### config.mk
export PLATFORM = sky130hd
export DESIGN_NAME = irq_target_dispatch
export DESIGN_NICKNAME = d
export VERILOG_FILES = /design/src/rtl/irq_target_dispatch.sv
export SDC_FILE = /design/constraint.sdc
export NUM_CORES = 1
export LEC_CHECK = 0
export BUFFER_PORTS_ARGS = -buffer_cell sky130_fd_sc_hd__buf_2
export CORE_MARGIN = 4
export CORE_UTILIZATION = 52
export CTS_CLUSTER_SIZE = 10
export DETAILED_ROUTE_END_ITERATION = 8
export HOLD_SLACK_MARGIN = 0.02
export PLACE_DENSITY_LB_ADDON = 0.12
export SYNTH_ARGS = -nofsm -noshare
export SYNTH_HDL_FRONTEND = slang
export SYNTH_SLANG_ARGS = --single-unit
### constraint.sdc
create_clock -name clk -period 27.5 [get_ports clk]
set_clock_uncertainty 0.05 [all_clocks]
set_input_delay 4.125 -clock clk [delete_from_list [all_inputs] [get_ports clk]]
set_output_delay 4.125 -clock clk [all_outputs]
set_load 0.02 [all_outputs]
### src/rtl/irq_target_dispatch.sv
module irq_target_dispatch #(
  parameter int NSLOT = 8,
  parameter int IDW   = 8,
  parameter int PW    = 8,
  parameter int VW    = 8,
  localparam int SW   = (NSLOT > 1) ? $clog2(NSLOT) : 1,
  localparam int CW   = $clog2(NSLOT + 1)
) (
  input  logic                 clk,
  input  logic                 rst_n,
  input  logic [NSLOT-1:0]     slot_present,
  input  logic [NSLOT*IDW-1:0] slot_phys_id,
  input  logic [NSLOT*IDW-1:0] slot_log_mask,
  input  logic [NSLOT*PW-1:0]  slot_prio,
  input  logic                 req_valid,
  output logic                 req_ready,
  input  logic [VW-1:0]        req_vector,
  input  logic                 req_trig,
  input  logic [2:0]           req_dmode,
  input  logic [IDW-1:0]       req_dest,
  input  logic                 req_logical,
  input  logic                 req_pin0,
  output logic                 inj_valid,
  output logic [SW-1:0]        inj_slot,
  output logic                 inj_nmi,
  output logic [VW-1:0]        inj_vector,
  output logic                 inj_trig,
  input  logic                 inj_ok,
  output logic                 done_valid,
  output logic [CW-1:0]        done_count,
  output logic                 done_err
);

  typedef enum logic [1:0] {ST_IDLE, ST_RUN, ST_DONE} st_t;

  st_t              st;
  logic [NSLOT-1:0] pend;
  logic             nmi_q;
  logic             lp_q;
  logic [VW-1:0]    vec_q;
  logic             trig_q;
  logic [CW-1:0]    cnt_q;
  logic             err_q;

  logic [NSLOT-1:0] tset;
  logic [NSLOT-1:0] pick;
  logic [NSLOT-1:0] first_pend;
  logic [SW-1:0]    low_idx;
  logic [SW-1:0]    best_idx;
  logic             accept;

  wire is_fix = (req_dmode == 3'b000);
  wire is_lp  = (req_dmode == 3'b001);
  wire is_nmi = (req_dmode == 3'b100);
  wire bcast  = (req_dest == {IDW{1'b1}});

  assign accept = req_valid && req_ready;

  always_comb begin
    logic found;
    found = 1'b0;
    tset  = '0;
    for (int i = 0; i < NSLOT; i++) begin
      if (!req_logical) begin
        if (bcast)
          tset[i] = slot_present[i];
        else if (!found && slot_present[i] && slot_phys_id[i*IDW +: IDW] == req_dest) begin
          tset[i] = 1'b1;
          found   = 1'b1;
        end
      end else if (req_dest != '0 && slot_present[i] &&
                   (req_dest & slot_log_mask[i*IDW +: IDW]) != '0) begin
        tset[i] = 1'b1;
      end
    end
  end

  always_comb begin
    logic          have;
    logic [PW-1:0] best_p;
    have     = 1'b0;
    best_p   = '0;
    best_idx = '0;
    for (int i = 0; i < NSLOT; i++) begin
      if (tset[i] && (!have || slot_prio[i*PW +: PW] < best_p)) begin
        have     = 1'b1;
        best_p   = slot_prio[i*PW +: PW];
        best_idx = SW'(i);
      end
    end
  end

  always_comb begin
    pick = '0;
    if (tset != '0) begin
      if (is_nmi)
        pick = tset;
      else if ((is_fix || is_lp) && req_pin0)
        pick[0] = slot_present[0];
      else if (is_fix)
        pick = tset;
      else if (is_lp)
        pick[best_idx] = 1'b1;
    end
  end

  always_comb begin
    low_idx    = '0;
    first_pend = '0;
    for (int i = NSLOT - 1; i >= 0; i--) begin
      if (pend[i]) low_idx = SW'(i);
    end
    first_pend[low_idx] = pend[low_idx];
  end

  wire last_one = ((pend & ~first_pend) == '0);

  always_ff @(posedge clk) begin
    if (!rst_n) begin
      st     <= ST_IDLE;
      pend   <= '0;
      nmi_q  <= 1'b0;
      lp_q   <= 1'b0;
      vec_q  <= '0;
      trig_q <= 1'b0;
      cnt_q  <= '0;
      err_q  <= 1'b0;
    end else begin
      case (st)
        ST_IDLE: if (accept) begin
          pend   <= pick;
          nmi_q  <= is_nmi;
          lp_q   <= is_lp;
          vec_q  <= req_vector;
          trig_q <= req_trig;
          cnt_q  <= '0;
          err_q  <= (tset != '0) && !(is_fix || is_lp || is_nmi);
          st     <= (pick == '0) ? ST_DONE : ST_RUN;
        end
        ST_RUN: begin
          pend <= pend & ~first_pend;
          if (nmi_q)       cnt_q <= CW'(1);
          else if (inj_ok) cnt_q <= cnt_q + CW'(1);
          if (last_one) st <= ST_DONE;
        end
        default: st <= ST_IDLE;
      endcase
    end
  end

  assign req_ready  = (st == ST_IDLE);
  assign inj_valid  = (st == ST_RUN);
  assign inj_slot   = low_idx;
  assign inj_nmi    = nmi_q;
  assign inj_vector = vec_q;
  assign inj_trig   = trig_q;
  assign done_valid = (st == ST_DONE);
  assign done_count = cnt_q;
  assign done_err   = err_q;

  a_r5_ascending: assert property (@(posedge clk) disable iff (!rst_n)
    inj_valid && $past(inj_valid) |-> inj_slot > $past(inj_slot));

  a_r6_single_shot: assert property (@(posedge clk) disable iff (!rst_n)
    inj_valid && lp_q |=> !inj_valid);

  a_r9_err_no_count: assert property (@(posedge clk) disable iff (!rst_n)
    done_valid && done_err |-> done_count == '0);

  a_r7_nmi_count: assert property (@(posedge clk) disable iff (!rst_n)
    done_valid && inj_nmi && !done_err |-> done_count <= CW'(1));

  a_r10_done_pulse: assert property (@(posedge clk) disable iff (!rst_n)
    done_valid |=> !done_valid && req_ready);

  a_r10_busy: assert property (@(posedge clk) disable iff (!rst_n)
    (inj_valid || done_valid) |-> !req_ready);

  a_r4_empty_fast: assert property (@(posedge clk) disable iff (!rst_n)
    req_valid && req_ready && (pick == '0) |=> done_valid && done_count == '0);

endmodule

== After elaboration in Yosys (flattened, before gate mapping) ==
Index checks and enable logic that the tools add are counted.
Storage, ports and cells
  flip-flop bits (word level): 25
  word-level logic and storage cells: 235
Cells by class
  add/subtract/negate cells: 1
  $lt $le $gt $ge: 11
  equality and inequality tests: 16
  mux-type cells: 103
  bitwise operators: 11
  reduce and logical (&&, ||, !) cells: 86
Operator list (count)
  $mux 8: 12
  $and 8x8->8: 10
  $reduce_bool 8->1: 10
  $eq 8x8->1: 8
  $mux 1: 64
  $lt 8x8->1: 7
  $logic_and 1x1->1: 43
  $mux 3: 14
  $logic_not 8->1: 2
  $pmux 8 s2: 1
  $logic_not 1->1: 15
  $mux 4: 3
  $logic_or 1x1->1: 9
  $eq 8x8->1 const B: 1
  $lt 3x4->1 const B: 2
  $not 8->8: 1
  $pmux 4 s2: 1
  $mux 7: 1
  $demux 1 s3: 2
  $ge 3x1->1 const B: 2
  $mux 2: 3
  $reduce_and 2->1: 3
  $add 4x1->4 const B: 1
  $ne 2x1->1 const B: 2
  11 further kinds: 11

== Longest topological paths before layout ==
  word-level depth: 62
  mapped depth: 79
  depth with buffers taken out: 72

== Least setup slack after synthesis ==
OpenSTA, ideal clock, no wires.
  kind: input port to flip-flop
  from: input port req_dest[0]
  to: register st[0]
  data arrival time: 17.927 ns
  data required time: 27.315 ns
  slack: 9.388 ns
  stages on the path: 76
  cells stage by stage: buf_2 > or4_1 > o21a_1 > nand3_1 > o211ai_1 > buf_2 > nand2_1 > ha_1 > a2111oi_0 > nand2_1 > a21oi_1 > o21a_1 > clkbuf_1 > nand2_1 > o21ai_0 > inv_1 > ha_1 > a21o_1 > [... 40 more ...] > o21ai_0 > and2_1 > a22o_1 > clkbuf_1 > nand2_1 > o21ai_0 > ha_1 > a21oi_1 > nor2b_1 > o21ai_0 > nand2b_1 > and2b_1 > o21a_1 > a211o_1 > or2_1 > a32o_1 > nor4_1 > a31oi_1
Between the ends
  cells in the longest elaborated chain, start to end: 62
RTL lines
  start: declaration: RTL line 20  | input logic [IDW-1:0] req_dest,
  branches (longest 57 deep; another with $lt 8x8->1)
  $mux 8 (*): RTL line 95  | if (tset != '0) begin
  $logic_not 8->1 (*): RTL line 138  | st <= (pick == '0) ? ST_DONE : ST_RUN;
  $mux 2 (*): RTL line 138
  $mux 2 (*): RTL line 130  | ST_IDLE: if (accept) begin
  $pmux 2 s2 (*): RTL line 129  | case (st)
  end signal: assignment: RTL line 138
  end: declaration: RTL line 36  | st_t st;
Every way passes the cells marked *. The select of a mux whose other input is x is not followed.
A chain may end at the register's enable or synchronous reset.

== Final worst setup path ==
  from: input port req_dest[4]
  to: register st[1]
Same word-level chain as after synthesis.

==> impl_metrics.yaml <==
status:
  status: "complete, no violations"
pwr:
  p_leak_uw: 0.00287
  powerDensity_nw_per_um2: 30.4
  total_power_uw: 190
  peakVddDrop_uv: 19.6
critical_path:
  path_delay_family: "compound AO/OA/AOI/OAI gates"
  crit_fanout: 18
  critPathArrivalTime_ns: 20.63
  path_common_cell: "a21oi_1"
  worst_setup_path_end_kind: "register"
  crit_path_max_incr_delay_ns: 0.77
  setup.worst_path.start_class: "input pin"
  cp-startpoint: "req_dest[4]"
  crit_type: "input pin to register"
  cp_num_buf_inv: 7
  reg2reg_from: "pend[3]"
  slowest_stage: "o211ai_1"
  worstPathRequired_ns: 27.67
grt:
  antenna_found_initial: 0
  grt-ovfl-total: 0
  grt_pass1_vias: 5993
  grt_max_degree: 21
  grt_pass1_wl_mm: 28.4
  track_usage: 0.306
route:
  num_vias: 6289
  drtIter0Drc: 378
  ant_nets: 0
  post_drt_wl_per_cell_um: 17.6
  viasPerCell: 6.04
  drcViolationCount: 0
  drt_wl_total_mm: 18.3
  dr.pass1.iters: 5
finish:
  multi_input_area_um2: 4130
  area_delta_synth_final_pct: 26.6
  layout.nets: 1190
  seqCellArea_um2: 500
  drive_gt1_frac: 0.311
  final_area_um2: 6250
  layout_common_cells: "buf_2, nand2_1, xnor2_1, ha_1, inv_1"
  num-fill-cells: 838
  final_common_cell: "buf_2"
  antenna_cells: 0
  fin_cells: 1042
synth:
  synth_area_leaders: "ha_1, dfxtp_1, xnor2_1, nand2_1, mux2_2"
  yosys_warnings: 0
  ys_seq_elements: 25
  yosysUniqueCellTypes: 70
  synth.net_count: 967
  avgSynthCellArea_um2: 7.15
  syn_inst: 691
  synthFlopType: "dfxtp_1"
  synth_top_area_frac: 0.127
  syn-cell-area_um2: 4940
  synth-async-reset-ratio: 0
  yosysSeqAreaShare: 0.101
  synth_edf_count: 0
  synth_area_leader_cell: "ha_1"
clock_tree:
  hold_buffers: 0
  cts_root_buffer: "clkbuf_8"
  clockBufferDepth: 2
  post_cts_resized: 0
  post_cts_buffers: 0
  clk_pin_slew_ns: 0.10
  tritoncts: "yes"
  h-tree-depth: 1
  numCtsBuffers: 3
  cts.sinks: 25
  clock_latency_ns: 0.27
hold_path:
  worstHoldStart: "inj_vector[3]"
  hold_class: "register to register"
floorplanning:
  core_um2: 9240
  die_x_um: 105
  rows: 35
  io_pins: 247
  die_h_um: 105
  dieArea_um2: 11100
  start_util: 0.535
timing:
  setup_violations: 0
  max_slew_margin: 0.213
  hold_viol: 0
  fin_setup_tns_ns: 0
  rsz0062_at_grt: "no"
  min_period_over_period: 0.744
  fin_crit_ns: 20.45
  slew_viol_final: 0
  max_clock_freq_mhz: 48.9
  worst_pin_slew_ns: 1.17
place:
  placed_area_um2: 6210
  port-buffer-count: 246
  dp.cells: 1038
  gp_congestion: 0.940
  dp.final_hpwl_mm: 15.8
run:
  maxCapViolCount: 0
where the power goes:
group / switching, uW / total, uW / leakage (uW) / internal, uW
sequential: 2.54 / 41.0 / 0.000204 / 38.5
combinational: 71.7 / 127 / 0.00265 / 55.4
clock: 11.9 / 22.2 / 0.0000217 / 10.3
total: 86.1 / 190 / 0.00287 / 104
worst paths after layout:
| check | slack [ns] | end | cells after the start |
|---|---|---|---|
| worst max-delay path | 7.05 | st[1] | 73 |
| worst min-delay path | 0.41 | inj_vector[3] | 2 |
| worst max register to register | 24.90 | st[1] | 10 |
| worst min register to register | 0.41 | inj_vector[3] | 2 |
final cells by class:
cell class,count,share of cell area
Clock buffer,3,0.00660
Clock inverter,1,0.00120
Inverter,46,0.0276
Multi-Input combinational cell,591,0.661
Sequential cell,25,0.0800
Tap cell,129,0.0258
Timing Repair Buffer,247,0.198
tightest hold or removal path: cells and delay by family, from the launching register on:
kind / cells / cell delay [ns]
AND/OR/NAND/NOR: 1 / 0.05
AO/OA/AOI/OAI: 1 / 0.05
flip-flops: 1 / 0.32
metal layers:
metal	vias up	part of all wire	track usage
met4	0	0.024	0.0842
met2	340	0.46	0.513
li1	3021	-	-
met5	-	0	0
met3	52	0.086	0.0416
met1	2876	0.43	0.410
cells by family (layout without fill, tap and decap cells):
logic type,Yosys count,after routing,share of synthesized area
muxes,29,29,0.0641
DFF,25,25,0.101
xor gates and xnor gates,64,64,0.113
adders and majority gates,51,51,0.129
AOI/OAI and AO/OA,217,217,0.298
buffers and inverters,75,297,0.0625
and+or+nand+nor,230,230,0.232
sequential cells by signal (all words and copies together) (netlist names):
signal and count:
inj_vector 8, done_count 4, inj_nmi 1, pend 8, st 2, done_err 1, inj_trig 1
cell usage after synthesis (3+ instances only):
master / n
o31a_1: 4
a31oi_1: 13
o21a_1: 7
nand3_1: 21
a22o_1: 6
nor2b_1: 8
buf_2: 13
xor2_1: 13
or2_1: 3
a211oi_1: 6
ha_1: 50
or2_2: 3
nor4b_1: 3
a211o_1: 4
o211a_1: 3
nor2_1: 41
xnor2_1: 51
inv_1: 46
o21ai_1: 7
mux2i_1: 8
nand3b_1: 3
mux2_2: 21
nand2b_1: 9
clkbuf_1: 12
o21ai_0: 42
and2_1: 3
a41oi_1: 3
a21o_1: 11
a22oi_1: 22
nor4_1: 7
nand2_1: 75
o31ai_1: 5
dfxtp_1: 25
nand4_1: 23
a221oi_1: 7
a2bb2oi_1: 3
a21oi_1: 42
o22ai_1: 5
nor3_1: 16
a2111oi_0: 4
through the flow:
| stage | hold slack, ns | setup WS (ns) | utilization |
|---|---|---|---|
| 6_report | 0.414 | 7.05 | 0.677 |
| 3_3_place_gp | 0.388 | 7.77 | 0.672 |
| 2_1_floorplan | 0.416 | 9.39 | - |
| 5_1_grt | 0.435 | 5.56 | 0.677 |
| 4_1_cts | 0.408 | 7.16 | 0.677 |
| 3_5_place_dp | 0.396 | 6.91 | 0.672 |
No activity file was read; power rests on OpenSTA's default activity.
